`config.mk`:
```
export PLATFORM = sky130hd
export DESIGN_NAME = irq_ctl_top
export DESIGN_NICKNAME = d
export VERILOG_FILES = /design/src/rtl/irq_ctl_pkg.sv /design/src/rtl/irq_status_bank.sv /design/src/rtl/irq_enable_reg.sv /design/src/rtl/link_reset_gen.sv /design/src/rtl/irq_ctl_top.sv
export SDC_FILE = /design/constraint.sdc
export NUM_CORES = 1
export LEC_CHECK = 0
export BUFFER_PORTS_ARGS = -buffer_cell sky130_fd_sc_hd__buf_4
export CAP_MARGIN = 20
export CORE_MARGIN = 1
export CORE_UTILIZATION = 42
export CTS_CLUSTER_DIAMETER = 40
export CTS_CLUSTER_SIZE = 30
export DETAILED_ROUTE_END_ITERATION = 10
export PLACE_DENSITY_LB_ADDON = 0.25
export SLEW_MARGIN = 30
export SYNTH_ARGS = -nofsm -noshare
export SYNTH_HDL_FRONTEND = slang
export SYNTH_SLANG_ARGS = --single-unit
export TNS_END_PERCENT = 10
```
`constraint.sdc`:
```
create_clock -name clk_i -period 1.9 [get_ports clk_i]
set_input_delay 0 -clock clk_i [delete_from_list [all_inputs] [get_ports clk_i]]
set_output_delay 0 -clock clk_i [all_outputs]
set_load 0.005 [all_outputs]
```
`src/rtl/irq_ctl_pkg.sv`:
```
package irq_ctl_pkg;

    localparam int DATA_W  = 32;
    localparam int ADDR_W  = 6;
    localparam int NUM_EVT = 9;

    // Event positions; a software driver decodes these bit positions.
    typedef enum int {
        EV_RX_LEN_UNDER = 0,
        EV_RX_OVER_READ = 1,
        EV_RX_UNDER     = 2,
        EV_TX_OVER      = 3,
        EV_TX_DONE      = 4,
        EV_RX_DONE      = 5,
        EV_TX_SIZE_ERR  = 6,
        EV_TX_RST_DONE  = 7,
        EV_RX_RST_DONE  = 8
    } ev_idx_e;

    localparam logic [ADDR_W-1:0] OFF_STATUS = 6'h00;
    localparam logic [ADDR_W-1:0] OFF_ENABLE = 6'h04;
    localparam logic [ADDR_W-1:0] OFF_LINK   = 6'h28;

    localparam logic [DATA_W-1:0] LINK_KEY = 32'h0000_00A5;

    // Decoded request from the simple strobe interface.
    typedef struct packed {
        logic              wr;
        logic              rd;
        logic [ADDR_W-1:0] addr;
        logic [DATA_W-1:0] data;
    } reg_req_t;

    function automatic logic [NUM_EVT-1:0] bit_of(input ev_idx_e idx);
        logic [NUM_EVT-1:0] v;
        v = '0;
        v[idx] = 1'b1;
        return v;
    endfunction

    localparam logic [NUM_EVT-1:0] RST_DONE_MASK =
        bit_of(EV_TX_RST_DONE) | bit_of(EV_RX_RST_DONE);

    function automatic logic [DATA_W-1:0] widen(input logic [NUM_EVT-1:0] v);
        logic [DATA_W-1:0] w;
        w = '0;
        w[NUM_EVT-1:0] = v;
        return w;
    endfunction

endpackage

```
`src/rtl/irq_status_bank.sv`:
```
module irq_status_bank #(
    parameter int               N      = 9,
    parameter logic [N-1:0]     RST_VAL = '0
) (
    input  logic         clk_i,
    input  logic         rst_i,
    input  logic [N-1:0] evt_i,
    input  logic [N-1:0] clr_i,
    output logic [N-1:0] status_o
);

    logic [N-1:0] status_q;

    // Each bit is its own sticky cell; a set in the same cycle beats a clear.
    for (genvar i = 0; i < N; i++) begin : g_cell
        always_ff @(posedge clk_i) begin
            if (rst_i) begin
                status_q[i] <= RST_VAL[i];
            end else if (evt_i[i]) begin
                status_q[i] <= 1'b1;
            end else if (clr_i[i]) begin
                status_q[i] <= 1'b0;
            end
        end
    end

    assign status_o = status_q;

    assert_evt_latched_R1: assert property (@(posedge clk_i) disable iff (rst_i)
        (evt_i != '0) |=> ((status_q & $past(evt_i)) == $past(evt_i)));

    assert_no_spurious_set_R2: assert property (@(posedge clk_i) disable iff (rst_i)
        1'b1 |=> ((status_q & ~$past(status_q) & ~$past(evt_i)) == '0));

    assert_w1c_clears_R3: assert property (@(posedge clk_i) disable iff (rst_i)
        (clr_i != '0) |=> ((status_q & $past(clr_i) & ~$past(evt_i)) == '0));

    assert_zero_keeps_R3: assert property (@(posedge clk_i) disable iff (rst_i)
        1'b1 |=> (((status_q ^ $past(status_q)) & ~$past(clr_i) & ~$past(evt_i)) == '0));

endmodule

```
`src/rtl/irq_enable_reg.sv`:
```
module irq_enable_reg #(
    parameter int           N       = 9,
    parameter logic [N-1:0] RST_VAL = '0
) (
    input  logic         clk_i,
    input  logic         rst_i,
    input  logic         we_i,
    input  logic [N-1:0] wdata_i,
    output logic [N-1:0] en_o
);

    logic [N-1:0] en_q;

    always_ff @(posedge clk_i) begin
        if (rst_i) begin
            en_q <= RST_VAL;
        end else if (we_i) begin
            en_q <= wdata_i;
        end
    end

    assign en_o = en_q;

    assert_en_hold_R7: assert property (@(posedge clk_i) disable iff (rst_i)
        !we_i |=> $stable(en_q));

    assert_en_load_R7: assert property (@(posedge clk_i) disable iff (rst_i)
        we_i |=> (en_q == $past(wdata_i)));

endmodule

```
`src/rtl/link_reset_gen.sv`:
```
module link_reset_gen #(
    parameter int RST_CYCLES = 4,
    localparam int CNT_W = $clog2(RST_CYCLES + 1)
) (
    input  logic clk_i,
    input  logic rst_i,
    input  logic key_wr_i,
    output logic link_rst_o
);

    localparam logic [CNT_W-1:0] CNT_LOAD = CNT_W'(RST_CYCLES);

    logic [CNT_W-1:0] cnt_q;

    always_ff @(posedge clk_i) begin
        if (rst_i) begin
            cnt_q <= '0;
        end else if (cnt_q != '0) begin
            cnt_q <= cnt_q - 1'b1;
        end else if (key_wr_i) begin
            cnt_q <= CNT_LOAD;
        end
    end

    assign link_rst_o = (cnt_q != '0);

    assert_key_starts_reset_R9: assert property (@(posedge clk_i) disable iff (rst_i)
        (key_wr_i && !link_rst_o) |=> link_rst_o);

    assert_cnt_bounded_R9: assert property (@(posedge clk_i) disable iff (rst_i)
        cnt_q <= CNT_LOAD);

    assert_no_self_start_R10: assert property (@(posedge clk_i) disable iff (rst_i)
        (!key_wr_i && !link_rst_o) |=> !link_rst_o);

endmodule

```
`src/rtl/irq_ctl_top.sv`:
```
module irq_ctl_top
    import irq_ctl_pkg::*;
#(
    parameter int RST_CYCLES = 4
) (
    input  logic               clk_i,
    input  logic               rst_i,
    input  logic               wr_en_i,
    input  logic               rd_en_i,
    input  logic [ADDR_W-1:0]  addr_i,
    input  logic [DATA_W-1:0]  wr_data_i,
    output logic [DATA_W-1:0]  rd_data_o,
    input  logic [NUM_EVT-1:0] evt_i,
    output logic               irq_o,
    output logic               link_rst_o
);

    reg_req_t           req;
    logic               core_rst;
    logic               hit_status, hit_enable, key_wr;
    logic [NUM_EVT-1:0] clr_vec, status, enable;

    assign req = '{wr: wr_en_i, rd: rd_en_i, addr: addr_i, data: wr_data_i};

    assign core_rst   = rst_i | link_rst_o;
    assign hit_status = req.wr && (req.addr == OFF_STATUS);
    assign hit_enable = req.wr && (req.addr == OFF_ENABLE);
    assign key_wr     = req.wr && (req.addr == OFF_LINK) && (req.data == LINK_KEY);
    assign clr_vec    = hit_status ? req.data[NUM_EVT-1:0] : '0;

    irq_status_bank #(
        .N       (NUM_EVT),
        .RST_VAL (RST_DONE_MASK)
    ) u_status (
        .clk_i    (clk_i),
        .rst_i    (core_rst),
        .evt_i    (evt_i),
        .clr_i    (clr_vec),
        .status_o (status)
    );

    irq_enable_reg #(
        .N       (NUM_EVT),
        .RST_VAL (RST_DONE_MASK)
    ) u_enable (
        .clk_i   (clk_i),
        .rst_i   (core_rst),
        .we_i    (hit_enable),
        .wdata_i (req.data[NUM_EVT-1:0]),
        .en_o    (enable)
    );

    link_reset_gen #(
        .RST_CYCLES (RST_CYCLES)
    ) u_link (
        .clk_i      (clk_i),
        .rst_i      (rst_i),
        .key_wr_i   (key_wr),
        .link_rst_o (link_rst_o)
    );

    assign irq_o = |(status & enable);

    always_comb begin
        rd_data_o = '0;
        if (req.rd) begin
            case (req.addr)
                OFF_STATUS: rd_data_o = widen(status);
                OFF_ENABLE: rd_data_o = widen(enable);
                default:    rd_data_o = '0;
            endcase
        end
    end

    assert_link_clears_R9: assert property (@(posedge clk_i) disable iff (rst_i)
        link_rst_o |=> ((status == RST_DONE_MASK) && (enable == RST_DONE_MASK)));

    assert_irq_tracks_R5: assert property (@(posedge clk_i) disable iff (core_rst)
        ((status & enable) != '0) |-> irq_o);

endmodule

```
==> results of run 1 <==
## worst max path at each step
stage,cells after the start,slack [ns],to,startpoint
final,5,0.19,u_status.status_o[0],u_link.cnt_q[0]
after CTS,5,0.19,u_status.status_o[0],u_link.cnt_q[0]
after floorplan,4,0.46,u_status.status_o[7],u_link.cnt_q[0]
after global placement,3,0.46,u_status.status_o[7],u_link.cnt_q[0]
after detailed placement,3,0.40,u_status.status_o[8],u_link.cnt_q[0]
after global routing,5,0.03,u_status.status_o[0],u_link.cnt_q[0]
## routing by layer
metal / track usage [%] / vias up
met2: 47.2 / 96
met1: 30.4 / 691
met3: 2.90 / 9
li1: - / 719
met4: 8.36 / 0
met5: 0 / -
## placed cells by master, fill, tap and decap left out
cell type / netlist / layout
nor2b_1: 2 / 2
a211o_1: 2 / 2
nand3_1: 2 / 2
a31oi_1: 9 / 9
dlygate4sd3_1: 0 / 26
mux2i_1: 9 / 9
nand2_1: 3 / 3
clkbuf_4: 0 / 3
conb_1: 1 / 23
o31ai_1: 8 / 8
a222oi_1: 1 / 1
inv_1: 7 / 7
or3_1: 1 / 1
and2_1: 1 / 1
o21ai_0: 9 / 9
or2_2: 1 / 1
nor2_1: 11 / 11
clkinv_2: 0 / 1
and3_1: 1 / 1
or3_4: 1 / 1
nand4_1: 12 / 12
nor4_1: 7 / 7
nor3b_1: 1 / 1
nor4_2: 1 / 1
a22o_1: 1 / 1
buf_4: 23 / 64
or3b_2: 1 / 1
nor4b_1: 2 / 2
a221oi_1: 1 / 1
or2_1: 1 / 1
nor3_1: 1 / 1
dfxtp_1: 21 / 21
and4b_1: 1 / 1
a22oi_1: 1 / 1
a21oi_1: 8 / 8
## power breakdown
part / switching (mW) / internal, mW / leakage, nW
registers: 0.00808 / 0.452 / 0.172
logic: 0.0928 / 0.128 / 0.713
clock network: 0.144 / 0.0788 / 0.0177
total: 0.245 / 0.659 / 0.902
## logic make-up (layout without fill, tap and decap cells)
kind of cell	count (synthesis)	in the layout	share of synthesized area [%]
AND/OR/NAND/NOR	50	50	22.9
AO/OA/AOI/OAI	40	40	19.6
buffers and inverters	38	101	17.9
flip-flops	21	21	32.4
multiplexers	9	9	6.94
other	1	23	0.289
## sequential cells by signal (all words and copies together), names as in the netlist
name               count
u_enable.en_o          9
u_link.cnt_q           3
u_status.status_o      9
## worst max-delay path, delay by kind of cell (launching register included)
| kind | cells | cell delay, ns |
|---|---|---|
| flip-flops | 1 | 0.37 |
| buffers and inverters | 2 | 0.77 |
| AND/OR/NAND/NOR | 1 | 0.27 |
| AO/OA/AOI/OAI | 2 | 0.25 |
## timing repair
item | CTS | global route
hold buffers | 26 | 0
endpoints found under the hold margin | 19 | 0
gates resized for setup | 0 | 0
setup buffers | 0 | 0
## area by class of cell
cell class / instances / area, sq um
clock buffers: 3 / 22.5
repair buffers: 90 / 741
flip-flops and latches: 21 / 420
fillers: 229 / 871
multi-input cells: 122 / 728
inverters: 7 / 26.3
clock inverters: 1 / 5.00
well taps: 31 / 38.8
## stage by stage
step / setup slack [ns] / hold WS [ns]
finish: 0.192 / -0.00139
global placement: 0.458 / 0.186
floorplan: 0.457 / 0.0691
detailed placement: 0.401 / 0.191
global route: 0.0278 / 0.0302
CTS: 0.190 / 0.00271
==> results.md, run 1 <==
- Status: complete, but fails checks
- Violated checks: DRC, hold timing
- Count of boundary I/O pins: 85
- Top layer reached by signal wires: met4
- Worst hold endpoint: u_link.cnt_q[2]
- Ys async rst share: 0%
- Antenna viol nets, final: 0
- Vias in the first global route: 1,396
- Post-DP Area: 1690 sq um
- Final instance area: 1980 sq um
- Grt total ovfl: 0
- Yosys top cell by area: dfxtp_1
- Critical Path Start Type: flop
- Initial Util: 45.5%
- Max Cap Viol: 0
- Worst VDD drop: 0.000304 V
- CTS Buf Count: 3
- CORE AREA: approximately 2900 sq um
- Syn Std Cell Area: 1300 sq um
- Rows: 19
- Data required time of the worst path: 2.17 ns
- Worst-Skew Late Latency: 0.31 ns
- R2r worst-path depth: 5
- Met3 wire length: approximately 330 um
- Top post-synthesis cells by count: buf_4 (23), dfxtp_1 (21), nand4_1 (12)
- Hold Path Depth: 4
- Initial antenna violation count: 0
- Final setup violation count: 0
- Crit path kind: flop to flop
- EDFF count, synth: 0
- Final Skew: 0.00160 ns
- Worst path max stage delay: between 0.5 and 0.6 ns
- Most used DFF post-synth: dfxtp_1
- Port bufs: 61
- Finished Core Util: 69.5%
- Synth area leaders: dfxtp_1 (32%), buf_4 (13%), mux2i_1 (6.9%)
- Largest net degree at the start of global routing: 15
- Worst flop-to-flop path startpoint: u_link.cnt_q[0]
- First-pass GRT wire length: 6460 um
- Fin crit period: 1.71 ns
- Clock slew at reported path FFs: 0.12 ns
- Met1 Wirelength: 1540 um
- Synth top area share: about a third
- CTS Buffer Depth: 2
- DRC Markers: 4
- Fin cells: 275
- Clock sink total: 21
- Worst flop-to-flop path endpoint: u_status.status_o[0]
- Chip height: 57.6 um
- DR pass1 iterations: 8
- Final wirelength: 4040 um
- Final HPWL DP: 2850 um
- CP max FO: 10
- Critical Path End Type: flop
- Final net count: 296
- Initial DRC count: 102
- P_leak: 0.902 nW
- Vias/cell: between 5 and 6
- Max-slew violations: 0
- Post-Syn Instances: 159
- Clk root buf: clkbuf_4
- Area Growth Syn to Fin: 52.6%
- Htree depth: 1
- GRT Total Usage: roughly a quarter
- Min-delay worst type: input pin to flop
- Fin Hold WS: -0.00139 ns
- GP Congestion: 0.817
- FMAX: 585 MHz
- R2r setup slk: 0.19 ns
- CP max-delay cell: dlygate4sd3_1
- Cells after DPL: 245
- Die footprint: 3320 sq um
- Power Total: 904 uW
- Power density over cell area: 456 nW/um^2
- Share of layout cells above drive strength 1: 29.5%
- Vias: 1,515
- Fin crit share: 89.9%
- Hold_sp: wr_data_i[30]
- CTS tree: built
- Die width: 57.6 um
- Synth cell types: 35
- Register area share after synthesis: approximately a third
- Mean Syn Cell Area: approximately 8 sq um
- Yosys reg bits: 21
- Drt wl/cell: 14.7 um
- Yosys warns: 0
- Post-route setup TNS: 0 ns
- RSZ-0062 raised after global routing: no
- Arr. time, crit path: 1.98 ns
- Inserted Diodes: 0
- Met2 WL: 2090 um
- Final hold viol count: 1
- CP cell instances: nor4_2, buf_4, o21ai_0, a31oi_1, dlygate4sd3_1
- Most frequent cell after synthesis: buf_4
No activity file was read; power rests on OpenSTA's default activity.
==> inputs of run 2 (changes only) <==
CORE_UTILIZATION = 41   (was 42)
RECOVER_POWER = 25   (was unset)
==> run 2 against run 1 <==
The run ends with hold timing left. Critical path depth grew 1. Final area shrank 1.2%. Fmax shrank 3.4%. Flip-flop and latch count is the same. Critical path type is now input pin to flop. Clock skew grew 0.0023 ns. Utilization shrank 4.8 points. Critical endpoint is now u_status.status_o[2]. Largest cell class is now multi-input gates. Worst hold slack gained 0.0013 ns. Routed wire length shrank 4.7%. Power shrank 1.7%.
==> results.md, run 2 (synthesized netlist as in run 1, its figures left out) <==
- R2r setup slk: 0.18 ns (was 0.19 ns)
- Die footprint: 3400 sq um (was 3320 sq um)
- Share of total power in sequential cells: 51.9% (was 50.9%)
- Power density over cell area: 454 nW/um^2 (was 456 nW/um^2)
- Grt total ovfl: 0 (unchanged)
- Largest net degree at the start of global routing: 15 (unchanged)
- Vias: 1,489 (was 1,515)
- Initial antenna violation count: 0 (unchanged)
- Family with the most delay on the worst path: buffers and inverters (unchanged)
- Worst-Margin Slew: just under 0.6 ns
- Crit path kind: input pin to flop (was flop to flop)
- Final net count: 293 (was 296)
- Rows: 20 (was 19)
- Area of the multi-input gates: 723 sq um (was 728 sq um)
- Antenna viol nets, final: 0 (unchanged)
- Max Cap Viol: 0 (unchanged)
- RSZ-0062 raised after global routing: no (unchanged)
- Clock share of power: 23.8% (was 24.7%)
- Final HPWL DP: 2770 um (was 2850 um)
- Count of boundary I/O pins: 85 (unchanged)
- First-pass GRT wire length: 6160 um (was 6460 um)
- Fillers: 266 (was 229)
- Worst Setup SP: addr_i[4] (was u_link.cnt_q[0])
- DRC Markers: 0 (was 4)
- GP Congestion: 0.880 (was 0.817)
- CTS Buf Count: 3 (unchanged)
- CP cell instances: buf_4, nor3_1, clkbuf_1, and3_1, a31oi_1, dlygate4sd3_1 (was nor4_2, buf_4, o21ai_0, a31oi_1, dlygate4sd3_1)
- Htree depth: 1 (unchanged)
- CTS resizes: 0 (unchanged)
- CP max-delay cell: dlygate4sd3_1 (unchanged)
- Share of layout cells above drive strength 1: 28.6% (was 29.5%)
- Data required time of the worst path: 2.09 ns (was 2.17 ns)
- Chip height: 58.3 um (was 57.6 um)
- Initial DRC count: 71 (was 102)
- Fin crit period: 1.77 ns (was 1.71 ns)
- Post-route setup TNS: 0 ns (unchanged)
- Critical Path End Type: flop (unchanged)
- Switching pwr: 230 uW (was 245 uW)
- Hold_sp: wr_data_i[29] (was wr_data_i[30])
- Drt wl/cell: 13.5 um (was 14.7 um)
- FMAX: 565 MHz (was 585 MHz)
- R2r worst-path depth: 5 (unchanged)
- Port bufs: 61 (unchanged)
- CTS tree: built (unchanged)
- Sw Share: 25.9% (was 27.1%)
- GRT Total Usage: 23.8% (was 25.5%)
- Clock sink total: 21 (unchanged)
- Internal power: 659 uW (about the same)
- Finished Core Util: 64.7% (was 69.5%)
- Final wirelength: 3850 um (was 4040 um)
- Worst-Skew Late Latency: 0.30 ns (was 0.31 ns)
- Vias/cell: 5.22 (was 5.51)
- Most frequent cells in the layout: buf_4 (60), conb_1 (23), dlygate4sd3_1 (23) (was buf_4 (64), dlygate4sd3_1 (26), conb_1 (23))
- CP Buf/Inv Count: 3 (was 2)
- CP max FO: 14 (was 10)
- Arr. time, crit path: 1.96 ns (was 1.98 ns)
- Die width: 58.3 um (was 57.6 um)
- Worst hold endpoint: u_link.cnt_q[2] (unchanged)
- Worst path max stage delay: 0.59 ns (was 0.56 ns)
- Initial Util: 42.9% (was 45.5%)
- Worst flop-to-flop path startpoint: u_link.cnt_q[0] (unchanged)
- Violated checks: hold timing (was DRC, hold timing)
- Hold Path Depth: 4 (unchanged)
- Clock slew at reported path FFs: 0.11 ns (was 0.12 ns)
- DR pass1 iterations: 4 (was 8)
- Commonest non-fill, non-tap cell in the layout: buf_4 (unchanged)
- Status: complete, but fails checks (unchanged)
- Clk root buf: clkbuf_4 (unchanged)
- Fin crit share: 93.1% (was 89.9%)
- Slew Limit Headroom: 61.6%
- Fin Hold WS: -0.0000842 ns (was -0.00139 ns)
- Final setup violation count: 0 (unchanged)
- Final Skew: 0.00392 ns (was 0.00160 ns)
- CTS Buffer Depth: 2 (unchanged)
- Inserted Diodes: 0 (unchanged)
- Area Growth Syn to Fin: 50.8% (was 52.6%)
- Final hold viol count: 1 (unchanged)
- CORE AREA: 3030 sq um (was 2850 sq um)
- Worst flop-to-flop path endpoint: u_status.status_o[2] (was u_status.status_o[0])
- Storage cell area: 420 sq um (unchanged)
- Worst VDD drop: 0.000236 V (was 0.000304 V)
- Vias in the first global route: 1,445 (was 1,396)
- Critical Path Start Type: input pin (was flop)
- P_leak: 0.876 nW (was 0.902 nW)
- Combinational share of power: 24.3% (was 24.4%)
- Min-delay worst type: input pin to flop (unchanged)
- Max-slew violations: 0 (unchanged)
run 2: layout make-up:
| type | count | area share, % |
|---|---|---|
| well taps | 44 | 2.81 |
| clock buffers | 4 | 1.34 |
| repair buffers | 87 | 36.1 |
| multi-input cells | 122 | 36.9 |
| inverters | 7 | 1.34 |
| flip-flops and latches | 21 | 21.5 |
run 2: worst min-delay path: stages:
cell	delay [ns]
buf_4	0.08
nor4_1	0.04
nand4_1	0.08
o31ai_1	0.08
run 2: power groups by stage:
stage	registers (mW)	clock network, mW	logic [mW]
2_1_floorplan	0.468	0	0.101
3_3_place_gp	0.470	0	0.169
3_5_place_dp	0.471	0	0.172
4_1_cts	0.461	0.219	0.212
5_1_grt	0.462	0.239	0.236
6_report	0.461	0.212	0.216
run 2: what timing repair did:
item	CTS	global route
hold endpoints to repair	20	0
setup buffers	0	0
hold buffers	23	0
run 2: worst max path at each step:
stage / to / slack (ns) / depth (start not counted)
after floorplan: u_status.status_o[7] / 0.46 / 4
after global placement: u_status.status_o[7] / 0.45 / 3
after detailed placement: u_status.status_o[7] / 0.41 / 3
after CTS: u_status.status_o[3] / 0.19 / 5
after global routing: u_status.status_o[4] / 0.02 / 5
final: u_status.status_o[2] / 0.13 / 6
run 2: layer usage:
layer / up-vias / share of wire (%) / GRT usage, % / wire, um
met5: - / 0 / 0 / 0
met2: 99 / 49 / 42.4 / 1890
met4: 0 / 2.2 / 10.9 / 85
met3: 9 / 8.8 / 3.35 / 340
li1: 713 / - / - / -
met1: 668 / 40 / 28.0 / 1530
run 2: per-stage QoR:
step / setup WS, ns / cell area, sq um / std cells / power (mW) / hold slack [ns]
CTS: 0.186 / 1970 / 285 / 0.891 / 0.0000160
global placement: 0.446 / 1710 / 258 / 0.639 / 0.188
finish: 0.131 / 1960 / 285 / 0.889 / -0.0000842
global route: 0.0171 / 1960 / 285 / 0.937 / 0.00676
detailed placement: 0.411 / 1710 / 258 / 0.642 / 0.184
floorplan: 0.457 / 1380 / 181 / 0.569 / 0.0691
==> inputs of run 3 (changes only) <==
CTS_BUF_LIST = sky130_fd_sc_hd__clkbuf_16   (was unset)
==> run 3 against run 2 <==
Register-to-register slack improved by 0.15 ns. Count of clock-buffer cells in the layout fell by 1. Highest routed layer unchanged. Largest power group unchanged. Critical path depth fell by 2. Final cell count fell by 4.6%. Die area did not move. Flip-flop and latch count did not move. Non-clock buffer count fell by 13. Final area fell by 4.2%. Combinational power fell by 12%. Routed wire length fell by 5.3%. The run now ends clean. First-iteration DRC count rose by 8.5%.
==> results.md, run 3 (synthesized netlist as in run 1, its figures left out) <==
- Most frequent cells in the layout: buf_4 (60), conb_1 (23), dfxtp_1 (21) (was buf_4 (60), conb_1 (23), dlygate4sd3_1 (23))
- Max Cap Viol: 0 (unchanged)
- Commonest non-fill, non-tap cell in the layout: buf_4 (unchanged)
- GP Congestion: 0.880 (unchanged)
- Cells after DPL: 258 (unchanged)
- Status: finished clean (was complete, but fails checks)
- CP max FO: 10 (was 14)
- Drt wl/cell: 13.4 um (was 13.5 um)
- Count of boundary I/O pins: 85 (unchanged)
- Critical Path Start Type: flop (was input pin)
- P_leak: 0.837 nW (was 0.876 nW)
- Die width: 58.3 um (unchanged)
- Fin crit share: 82.5% (was 93.1%)
- Fin Hold WS: 0.00756 ns (was -0.0000842 ns)
- Initial antenna violation count: 0 (unchanged)
- Combinational share of power: 17.3% (was 24.3%)
- DRC Markers: 0 (unchanged)
- Worst-Margin Slew: 0.593 ns (was 0.576 ns)
- Final net count: 280 (was 293)
- Htree depth: 1 (unchanged)
- Worst-Skew Late Latency: 0.26 ns (was 0.30 ns)
- Clock sink total: 21 (unchanged)
- Final HPWL DP: 2770 um (unchanged)
- R2r worst-path depth: 4 (was 5)
- CTS Buf Count: 3 (unchanged)
- Crit path kind: flop to flop (was input pin to flop)
- Port bufs: 61 (unchanged)
- GRT Total Usage: 22.4% (was 23.8%)
- Initial Util: 42.9% (unchanged)
- Min-delay worst type: input pin to flop (unchanged)
- Final Skew: 0.00289 ns (was 0.00392 ns)
- Power density over cell area: 584 nW/um^2 (was 454 nW/um^2)
- Clock share of power: 40.6% (was 23.8%)
- Vias in the first global route: 1,315 (was 1,445)
- Clk root buf: clkbuf_16 (was clkbuf_4)
- Arr. time, crit path: 1.73 ns (was 1.96 ns)
- Rows: 20 (unchanged)
- Area Growth Syn to Fin: 44.5% (was 50.8%)
- Switching pwr: 259 uW (was 230 uW)
- Clock slew at reported path FFs: 0.06 ns (was 0.11 ns)
- Final setup violation count: 0 (unchanged)
- Fin crit period: 1.57 ns (was 1.77 ns)
- Largest net degree at the start of global routing: 15 (unchanged)
- Sw Share: 23.7% (was 25.9%)
- Die footprint: 3400 sq um (unchanged)
- CTS Buffer Depth: 2 (unchanged)
- Finished Core Util: 62.0% (was 64.7%)
- Antenna viol nets, final: 0 (unchanged)
- DR pass1 iterations: 4 (unchanged)
- Worst flop-to-flop path startpoint: u_link.cnt_q[0] (unchanged)
- Worst flop-to-flop path endpoint: u_link.cnt_q[2] (was u_status.status_o[2])
- Initial DRC count: 77 (was 71)
- Worst VDD drop: 0.000271 V (was 0.000236 V)
- Share of layout cells above drive strength 1: 29.8% (was 28.6%)
- Internal power: 837 uW (was 659 uW)
- RSZ-0062 raised after global routing: no (unchanged)
- CTS tree: built (unchanged)
- Share of total power in sequential cells: 42.1% (was 51.9%)
- Inserted Diodes: 0 (unchanged)
- Worst Setup SP: u_link.cnt_q[0] (was addr_i[4])
- Final hold viol count: 0 (was 1)
- Slew Limit Headroom: 60.5% (was 61.6%)
- FMAX: 638 MHz (was 565 MHz)
- Chip height: 58.3 um (unchanged)
- Data required time of the worst path: 2.07 ns (was 2.09 ns)
- Vias/cell: 5.22 (about the same)
- R2r setup slk: 0.33 ns (was 0.18 ns)
- Grt total ovfl: 0 (unchanged)
- Vias: 1,421 (was 1,489)
- Critical Path End Type: flop (unchanged)
- Final wirelength: 3650 um (was 3850 um)
- CP Capture Point: u_link.cnt_q[2] (was u_status.status_o[2])
- First-pass GRT wire length: 5800 um (was 6160 um)
- Fin cells: 272 (was 285)
- Max-slew violations: 0 (unchanged)
- CORE AREA: 3030 sq um (unchanged)
- Post-route setup TNS: 0 ns (unchanged)
[run 3: cell count changes in the layout (fill, tap and decap cells not counted)]
cell | before | now
dlygate4sd3_1 | 23 | 10
clkbuf_4 | 6 | 2
inv_1 | 7 | 8
clkbuf_16 | 0 | 3
[run 3: routing by layer]
layer / part of all wire, % / global-route usage (%)
met5: 0 / 0
met1: 42 / 26.8
met2: 48 / 40.4
met3: 7.3 / 3.13
met4: 2.0 / 8.16
[run 3: through the flow]
| step | setup slack [ns] | area, sq um | total power, mW |
|---|---|---|---|
| 2_1_floorplan | 0.457 | 1380 | 0.569 |
| 3_3_place_gp | 0.446 | 1710 | 0.639 |
| 3_5_place_dp | 0.411 | 1710 | 0.642 |
| 4_1_cts | 0.406 | 1890 | 1.09 |
| 5_1_grt | 0.166 | 1880 | 1.13 |
| 6_report | 0.333 | 1880 | 1.10 |
[run 3: layout make-up]
type / count / area, sq um
clock inverter: 1 / 3.75
tap: 44 / 55.1
inverter: 7 / 26.3
clock buffer: 3 / 75.1
fill: 275 / 1150
multi-input combinational: 122 / 723
timing repair buffer: 74 / 573
sequential: 21 / 420
[run 3: how the worst min path moves through the flow]
stage | slack, ns | startpoint | cells past startpoint | endpoint
global placement | 0.19 | evt_i[7] | 2 | u_status.status_o[7]
global route | 0.02 | evt_i[2] | 3 | u_status.status_o[2]
finish | 0.008 | evt_i[1] | 3 | u_status.status_o[1]
floorplan | 0.07 | rst_i | 1 | u_link.cnt_q[1]
CTS | 0.01 | evt_i[5] | 3 | u_status.status_o[5]
detailed placement | 0.18 | evt_i[7] | 2 | u_status.status_o[7]
[run 3: worst max-delay path, cell delays in order, from the launching register on]
cell and delay, ns:
dfxtp_1 0.34, nor4_2 0.26, clkbuf_1 0.44, nand4_1 0.19
o31ai_1 0.25
[run 3: what timing repair did]
action,CTS,global route
endpoints found under the hold margin,11,0
hold buffers,10,0
resized for setup,0,0
setup buffers,0,0
[run 3: power groups by stage]
stage	Sequential, mW	Clock, mW	Combinational, mW
6_report	0.461	0.445	0.189
3_5_place_dp	0.471	0	0.172
3_3_place_gp	0.470	0	0.169
4_1_cts	0.461	0.444	0.189
5_1_grt	0.462	0.463	0.207
2_1_floorplan	0.468	0	0.101
